--- src/rtl/pwmq_pkg.sv ---
package pwmq_pkg;
  typedef enum logic [1:0] {
    CMD_OFF  = 2'b00,
    CMD_LOW  = 2'b01,
    CMD_HIGH = 2'b10
  } cmd_e;

  typedef enum logic [1:0] {
    ZN_BAND = 2'b00,
    ZN_LOW  = 2'b01,
    ZN_HIGH = 2'b10,
    ZN_WIN  = 2'b11
  } zone_e;

  localparam int FLAG_W      = 4;
  localparam int F_ABOVE_HI  = 3;
  localparam int F_ABOVE_TOP = 2;
  localparam int F_BELOW_BOT = 1;
  localparam int F_BELOW_LO  = 0;
endpackage

--- src/rtl/pwmq_sync.sv ---
module pwmq_sync #(
  parameter int W      = 4,
  parameter int STAGES = 2
) (
  input  logic         clk,
  input  logic         rst,
  input  logic [W-1:0] d,
  output logic [W-1:0] q
);
  logic [W-1:0] stg [STAGES];

  genvar g;
  for (g = 0; g < STAGES; g++) begin : g_stage
    if (g == 0) begin : g_first
      always_ff @(posedge clk) begin
        if (rst) stg[g] <= '0;
        else     stg[g] <= d;
      end
    end else begin : g_next
      always_ff @(posedge clk) begin
        if (rst) stg[g] <= '0;
        else     stg[g] <= stg[g-1];
      end
    end
  end

  assign q = stg[STAGES-1];
endmodule

--- src/rtl/pwmq_zone.sv ---
module pwmq_zone
  import pwmq_pkg::*;
(
  input  logic [FLAG_W-1:0] flags,
  output zone_e             zone
);
  always_comb begin
    if (flags[F_ABOVE_HI])
      zone = ZN_HIGH;
    else if (flags[F_BELOW_LO])
      zone = ZN_LOW;
    else if (!flags[F_ABOVE_TOP] && !flags[F_BELOW_BOT])
      zone = ZN_WIN;
    else
      zone = ZN_BAND;
  end
endmodule

--- src/rtl/pwmq_holdoff.sv ---
module pwmq_holdoff #(
  parameter int HOLD = 18
) (
  input  logic clk,
  input  logic rst,
  input  logic in_window,
  output logic expired
);
  localparam int CW = (HOLD > 1) ? $clog2(HOLD) : 1;
  localparam logic [CW-1:0] LAST = CW'(HOLD - 1);

  logic [CW-1:0] cnt;

  assign expired = in_window && (cnt == LAST);

  always_ff @(posedge clk) begin
    if (rst)
      cnt <= '0;
    else if (!in_window)
      cnt <= '0;
    else if (!expired)
      cnt <= cnt + 1'b1;
  end

  AST_CNT_RESTARTS: assert property (@(posedge clk) disable iff (rst)
    !in_window |=> cnt == '0);
  AST_CNT_ADVANCES: assert property (@(posedge clk) disable iff (rst)
    (in_window && !expired) |=> cnt == $past(cnt) + 1'b1);
endmodule

--- src/rtl/pwm_tristate_qualifier.sv ---
module pwm_tristate_qualifier
  import pwmq_pkg::*;
#(
  parameter int HOLD_CYCLES = 18,
  parameter int SYNC_STAGES = 2
) (
  input  logic       clk,
  input  logic       rst,
  input  logic       above_high,
  input  logic       above_win_top,
  input  logic       below_win_bot,
  input  logic       below_low,
  output logic [1:0] cmd
);
  logic [FLAG_W-1:0] raw_flags;
  logic [FLAG_W-1:0] sync_flags;
  zone_e             zone;
  logic              expired;
  cmd_e              cmd_q;

  always_comb begin
    raw_flags              = '0;
    raw_flags[F_ABOVE_HI]  = above_high;
    raw_flags[F_ABOVE_TOP] = above_win_top;
    raw_flags[F_BELOW_BOT] = below_win_bot;
    raw_flags[F_BELOW_LO]  = below_low;
  end

  pwmq_sync #(.W(FLAG_W), .STAGES(SYNC_STAGES)) u_sync (
    .clk (clk),
    .rst (rst),
    .d   (raw_flags),
    .q   (sync_flags)
  );

  pwmq_zone u_zone (
    .flags (sync_flags),
    .zone  (zone)
  );

  pwmq_holdoff #(.HOLD(HOLD_CYCLES)) u_hold (
    .clk       (clk),
    .rst       (rst),
    .in_window (zone == ZN_WIN),
    .expired   (expired)
  );

  always_ff @(posedge clk) begin
    if (rst) begin
      cmd_q <= CMD_OFF;
    end else begin
      unique case (zone)
        ZN_HIGH: cmd_q <= CMD_HIGH;
        ZN_LOW:  cmd_q <= CMD_LOW;
        ZN_WIN:  if (expired) cmd_q <= CMD_OFF;
        default: cmd_q <= cmd_q;
      endcase
    end
  end

  assign cmd = cmd_q;

  AST_RESET_OFF: assert property (@(posedge clk)
    rst |=> cmd_q == CMD_OFF);
  AST_HIGH_FOLLOWS: assert property (@(posedge clk) disable iff (rst)
    zone == ZN_HIGH |=> cmd_q == CMD_HIGH);
  AST_LOW_FOLLOWS: assert property (@(posedge clk) disable iff (rst)
    zone == ZN_LOW |=> cmd_q == CMD_LOW);
  AST_BAND_HOLDS: assert property (@(posedge clk) disable iff (rst)
    zone == ZN_BAND |=> $stable(cmd_q));
  AST_OFF_FROM_WINDOW: assert property (@(posedge clk) disable iff (rst)
    (!$past(rst) && cmd_q == CMD_OFF && $past(cmd_q) != CMD_OFF)
      |-> $past(zone == ZN_WIN));
endmodule

--- config.mk ---
export PLATFORM = sky130hd
export DESIGN_NAME = pwm_tristate_qualifier
export DESIGN_NICKNAME = d
export VERILOG_FILES = /design/src/rtl/pwmq_pkg.sv /design/src/rtl/pwmq_sync.sv /design/src/rtl/pwmq_zone.sv /design/src/rtl/pwmq_holdoff.sv /design/src/rtl/pwm_tristate_qualifier.sv
export SDC_FILE = /design/constraint.sdc
export NUM_CORES = 1
export LEC_CHECK = 0
export ABC_AREA = 1
export BUFFER_PORTS_ARGS = -buffer_cell sky130_fd_sc_hd__buf_2
export CAP_MARGIN = 20
export CORE_AREA = 2 2 39 41
export DETAILED_ROUTE_END_ITERATION = 16
export DIE_AREA = 0 0 41 43
export PLACE_DENSITY = 0.72
export SETUP_SLACK_MARGIN = 0.15
export SLEW_MARGIN = 10
export SYNTH_ARGS = -nofsm -noshare
export SYNTH_HDL_FRONTEND = slang
export SYNTH_SLANG_ARGS = --single-unit
--- constraint.sdc ---
create_clock -name clk -period 1.4 [get_ports clk]
set_clock_uncertainty 0.1 [all_clocks]
set_input_delay 0.14 -clock clk [delete_from_list [all_inputs] [get_ports clk]]
set_output_delay 0.14 -clock clk [all_outputs]
set_load 0.005 [all_outputs]
### Word-level counts from Yosys, hierarchy flattened

Memories as Yosys holds them, arrays and structs flattened.
Cells that the tools add are included.

* flip-flop bits (word level): 7
* latch bits: 0
* bits in writable memories: 8
* bits in read-only memories: 0
* bits of input ports: 6
* output and inout port bits: 2
* word-level logic and storage cells: 29
* memories: 1

Memories
* u_sync.stg: words 2, width 4, rd ports 2, clocked after memory_dff 0, wr ports 2, line pwmq_sync.sv:10 `logic [W-1:0] stg [STAGES];`

* add/subtract/negate cells: 1
* multiply operators: 0
* divide/modulo/power cells: 0
* magnitude comparators: 0
* equal/unequal tests: 5
* shifts and indexed selects: 0
* muxes and demuxes: 10
* bitwise operators: 3
* reductions and logical operators: 7

Operator list (count)
* $mux 2: 4
* $mux 4: 2
* $pmux 2 s3: 1
* $add 5x1->5 const B: 1
* $eq 5x5->1 const B: 1
* $eq 2x2->1 const B: 2
* $mux 1: 3
* $reduce_bool 3->1: 1
* $eq 2x1->1 const B: 1
* $logic_and 1x1->1: 2
* $logic_not 1->1: 2
* $ne 2x2->1 const B: 1
* $or 1x1->1: 2
* $reduce_and 2->1: 1
* $reduce_or 2->1: 1
* $not 1->1: 1

### Depth between registers and ports, before layout

* depth after elaboration: 9
* mapped depth: 7
* mapped depth without buffers: 7

### Hierarchy

A second synthesis with hierarchy kept.

* cells, all modules: 85
* area total of the unflattened synthesis: 633.1 um2

Modules (own cells, without submodules)
* pwmq_holdoff: times used 1, cells an instance 36, area an instance 270.3 um2, seq. area each 100.1 um2
* pwmq_sync: times used 1, cells an instance 25, area an instance 231.5 um2, seq. area each 160.2 um2
* pwm_tristate_qualifier: times used 1, cells an instance 17, area an instance 100.1 um2, seq. area each 40.0 um2
* pwmq_zone: times used 1, cells an instance 7, area an instance 31.3 um2, seq. area each 0.0 um2

### Worst setup path before layout

Ideal clock, no wire load.

* path type: register to register
* start: register u_hold.cnt[0]
* end: register u_hold.cnt[1]
* library setup time: 0.117 ns
* arrival time: 0.949 ns
* data required time: 1.183 ns
* path slack: 0.234 ns
* stages on the path, launching flop included: 7
* path buffers: 0
* period minus slack after synthesis: 1.166 ns
* cells stage by stage: dfxtp_1 > ha_1 > nand2_1 > nor2_2 > inv_1 > o21ai_0 > nor2_1

* word-level cells in the longest chain between the ends: 2
* elaborated cells on any way between the ends: 3
* classes of those cells: add/sub (1); eq/ne (1); reduce/logical (1)

RTL lines
* start: declaration: line pwmq_holdoff.sv:12 `logic [CW-1:0] cnt;`
* start signal: assignment: line pwmq_holdoff.sv:22 `cnt <= cnt + 1'b1;`
* branches (longest 2 deep; another with $add 5x1->5)

Parallel ways; which one is timed is not known.
A chain may end at the register's enable or synchronous reset.

### Worst setup path after layout

* start: register u_hold.cnt[1]
* end: register u_hold.cnt[0]

* word-level cells in the longest chain between the ends: 2

RTL lines
* $eq 5x5->1: line pwmq_holdoff.sv:14 `assign expired = in_window && (cnt == LAST);`
* $logic_and 1x1->1: line pwmq_holdoff.sv:14

No other way between the ends.

==> results <==
- In the routed design, unresolved DRC markers number 0.
- After global routing the overflow that remains totals 0.
- The clock sink count is 15.
- The number of buffers added by the clock tree synthesis step is 3.
- Summed over its instances, the top area cell type makes up 51.0% of the synthesized netlist area.
- The number of nets handed over by synthesis was 83.
- The count of endpoints failing hold in the final timing report was 0.
- The clock root buffer is sky130_fd_sc_hd__clkbuf_4.
- The number of different library cells used by synthesis comes to 19.
- The worst ir drop on vdd is ~0.65 mV.
- After legalization and detailed placement, the total HPWL measured slightly above 600 um.
- The number of antenna violations at the first check in global routing is 0.
- The area of the die is between 0.0015 and 0.002 sq mm.
- The count of buffers inserted at the top-level ports is 7.
- The share of the cycle needed by the critical path after routing is between 80% and 90%.
- The detailed-router iteration count before antenna repair is 3.
- The number of placed I/O pins is 8.
- The source-to-sink clock delay at the later pin of the worst-skew pair is ~280 ps.
- STA classifies the critical path endpoint as a flop.
- The maximum number of buffers from clock root to sink is 2.
- The growth of design area from synthesis to finish is 28.2%.
- The critical path data required time is about 1500 ps.
- The power density over cell area is 1030 mW/mm^2.
- In this run the number of H-tree levels came out at 1.
- The first-pass GRT wire length is 1.32 mm.
- Setup violations remaining at the end of the flow were counted as 0.
- The total via count after detailed routing is roughly 470.
- After clock tree synthesis, the clock-pin slew on the worst setup and hold paths is 90 ps.
- By startpoint and endpoint, the worst setup path is classified as reg2reg.
- The fraction of the yosys area taken by sequential cells is between 50% and 60%.
- The final layout contains 100 nets.
- The number of antenna diodes in the final layout is 0.
- After synthesis the cells add up to 589 sq um.
- The floorplan step defined a core boundary enclosing ~0.0014 sq mm.
- Cells with a size suffix above 1 make up about 30% of the layout.
- The final total negative setup slack is 0 ps.
- The finished layout holds 107 standard cells, fillers aside.
- The maximum clock frequency is ~850 MHz.
- The synthesized design spends more area on one cell type than any other, namely sky130_fd_sc_hd__dfxtp_1.
- The aggregate routed wire length is a little over 900 um.
- The highest fanout seen on the critical path is 5.
- The worst relative slew slack is a little over four fifths.
- The overall routing resource usage is between 10% and 20%.
- The post-route minimum period is approximately 1200 ps.
- Synthesis produced a netlist whose cell count is 75.
- Setup repair after global routing left no endpoint under its margin.
- TritonCTS built the clock tree.
- Including well taps, the total number of placed cells is between 90 and 100.
- Counting the fill cells in the layout gives 125.
- The detailed router finished its first iteration with 7 violations.
- The overall die width is 41 um.
- The static leakage is about 0.00036 uW.
- Entering global routing, the biggest net connects 12 pins.
- The critical path launch point type is a flop.
- The via-per-instance ratio is about 4.4.
- The share of the core filled with cells in the final layout is 54.6%.
- Data arrives at the worst endpoint at roughly 1300 ps.
- The number of global-route vias before repair is just under 400.
- The tightest min-delay check is of the in2reg type.
- Dividing the synthesized area by the synthesized cell count gives a little under 8 sq um.
- The actual transition at the worst max-transition pin is 229 ps.
- At the end of routability-driven placement, the weighted congestion stood at slightly above 0.7.
- The initial cell density of the core is a little over two fifths.
- After synthesis the netlist holds a flip-flop and latch count of 15.
- The average wire per cell in the routed design is 8.53 um.
- The total of max-cap violations is 0.
- From bottom edge to top edge, the die measures about 43 um.
- The number of nets with antenna violations after routing is 0.
- Summing internal, switching and leakage power gives a little under 800 uW.
- The run finished with clean final reports.
- The total number of placement rows is 14.
- The count of final max-slew check failures came to 0.
- By area the synthesized netlist is led by sky130_fd_sc_hd__dfxtp_1 51%, sky130_fd_sc_hd__inv_1 11%, sky130_fd_sc_hd__nor2_1 7.0%.
- For this run, the number of Yosys warnings is 0.
## where the power goes
part           switching, uW  internal [uW]  total [uW]
combinational           35.9           40.9        76.8
sequential              12.6            445         457
clock                    139            106         245
## logic make-up (layout without fill, tap and decap cells)
| family | after synthesis | after routing | share of synthesized area (%) |
|---|---|---|---|
| simple gates | 30 | 30 | 23.4 |
| compound gates | 7 | 7 | 7.01 |
| fa+ha+maj | 2 | 2 | 4.25 |
| flops | 15 | 15 | 51.0 |
| buf+inv | 20 | 36 | 12.9 |
| xor+xnor | 1 | 1 | 1.49 |
## critical path, stage by stage, from the launching register on
cell                      delay [ps]
sky130_fd_sc_hd__dfxtp_4         370
sky130_fd_sc_hd__inv_2            40
sky130_fd_sc_hd__ha_4            140
sky130_fd_sc_hd__nand2_2          80
sky130_fd_sc_hd__nor2_4           50
sky130_fd_sc_hd__or2_1           210
sky130_fd_sc_hd__a21oi_2         110
## worst paths after layout
kind | startpoint | end | slack, ps | cells after the start
max | u_hold.cnt[1]$_SDFFE_PP0N_ | u_hold.cnt[0]$_SDFFE_PP0N_ | 220 | 6
min | rst | u_sync.stg[1][0]$_SDFF_PP0_ | 50 | 2
max reg2reg | u_hold.cnt[1]$_SDFFE_PP0N_ | u_hold.cnt[0]$_SDFFE_PP0N_ | 220 | 6
min reg2reg | u_sync.stg[0][0]$_SDFF_PP0_ | u_sync.stg[1][0]$_SDFF_PP0_ | 310 | 2
## placed cells by master (no fill, tap or decap), drive strengths merged, types with 3 or more instances in the layout
cell	n
nand3	3
nor2	12
inv	19
buf	9
a21oi	5
dfxtp	15
nand2	10
dlygate4sd3	4
or2	3
clkbuf	3
## per-layer routing
layer / vias up / share of wire, % / global-route usage (%)
li1: 251 / - / -
met1: 205 / 45 / 11.9
met2: 9 / 48 / 17.2
met3: 2 / 5.3 / 5.76
met4: 0 / 1.1 / 6.00
met5: - / 0 / 0
## flip-flops by register name (all words and copies together), names as in the netlist
name,cells
cmd,2
u_hold.cnt,5
u_sync.stg,8
## through the flow
step	hold slack, ps	area (sq um)	setup slack, ps
floorplan	147	589	234
global placement	238	639	167
CTS	44.1	709	151
global route	58.6	756	164
finish	45.3	756	220
detailed placement	248	639	110
## timing repair
item / 4_1_cts / 5_1_grt
pin swaps: 0 / 3
setup endpoints to repair: 5 / 5
endpoints found under the hold margin: 4 / 0
buffers inserted: 0 / 2
hold buffers: 4 / 0
gates cloned: 0 / 0
resized for setup: 2 / 11
## cells in the mapped netlist
cell                        n
sky130_fd_sc_hd__inv_2      1
sky130_fd_sc_hd__nand2_1    9
sky130_fd_sc_hd__a21boi_0   1
sky130_fd_sc_hd__nor3_2     1
sky130_fd_sc_hd__nor2_2     1
sky130_fd_sc_hd__nand4_1    1
sky130_fd_sc_hd__nand2_2    1
sky130_fd_sc_hd__ha_1       2
sky130_fd_sc_hd__a21oi_1    4
sky130_fd_sc_hd__inv_1     18
sky130_fd_sc_hd__or2_1      2
sky130_fd_sc_hd__xor2_1     1
sky130_fd_sc_hd__or2_2      1
sky130_fd_sc_hd__dfxtp_1   15
sky130_fd_sc_hd__o21ai_0    1
sky130_fd_sc_hd__a21oi_2    1
sky130_fd_sc_hd__nor2_1    11
sky130_fd_sc_hd__buf_2      1
sky130_fd_sc_hd__nand3_1    3
## cell type report
cell class | instances | area (sq um) | area share, %
flip-flops and latches | 15 | 308 | 40.7
multi-input cells | 40 | 239 | 31.6
repair buffers | 13 | 90.1 | 11.9
inverters | 19 | 71.3 | 9.44
clock buffers | 3 | 22.5 | 2.98
well taps | 16 | 20.0 | 2.65
clock inverters | 1 | 5.00 | 0.662
(Power assumes the default switching activity.)
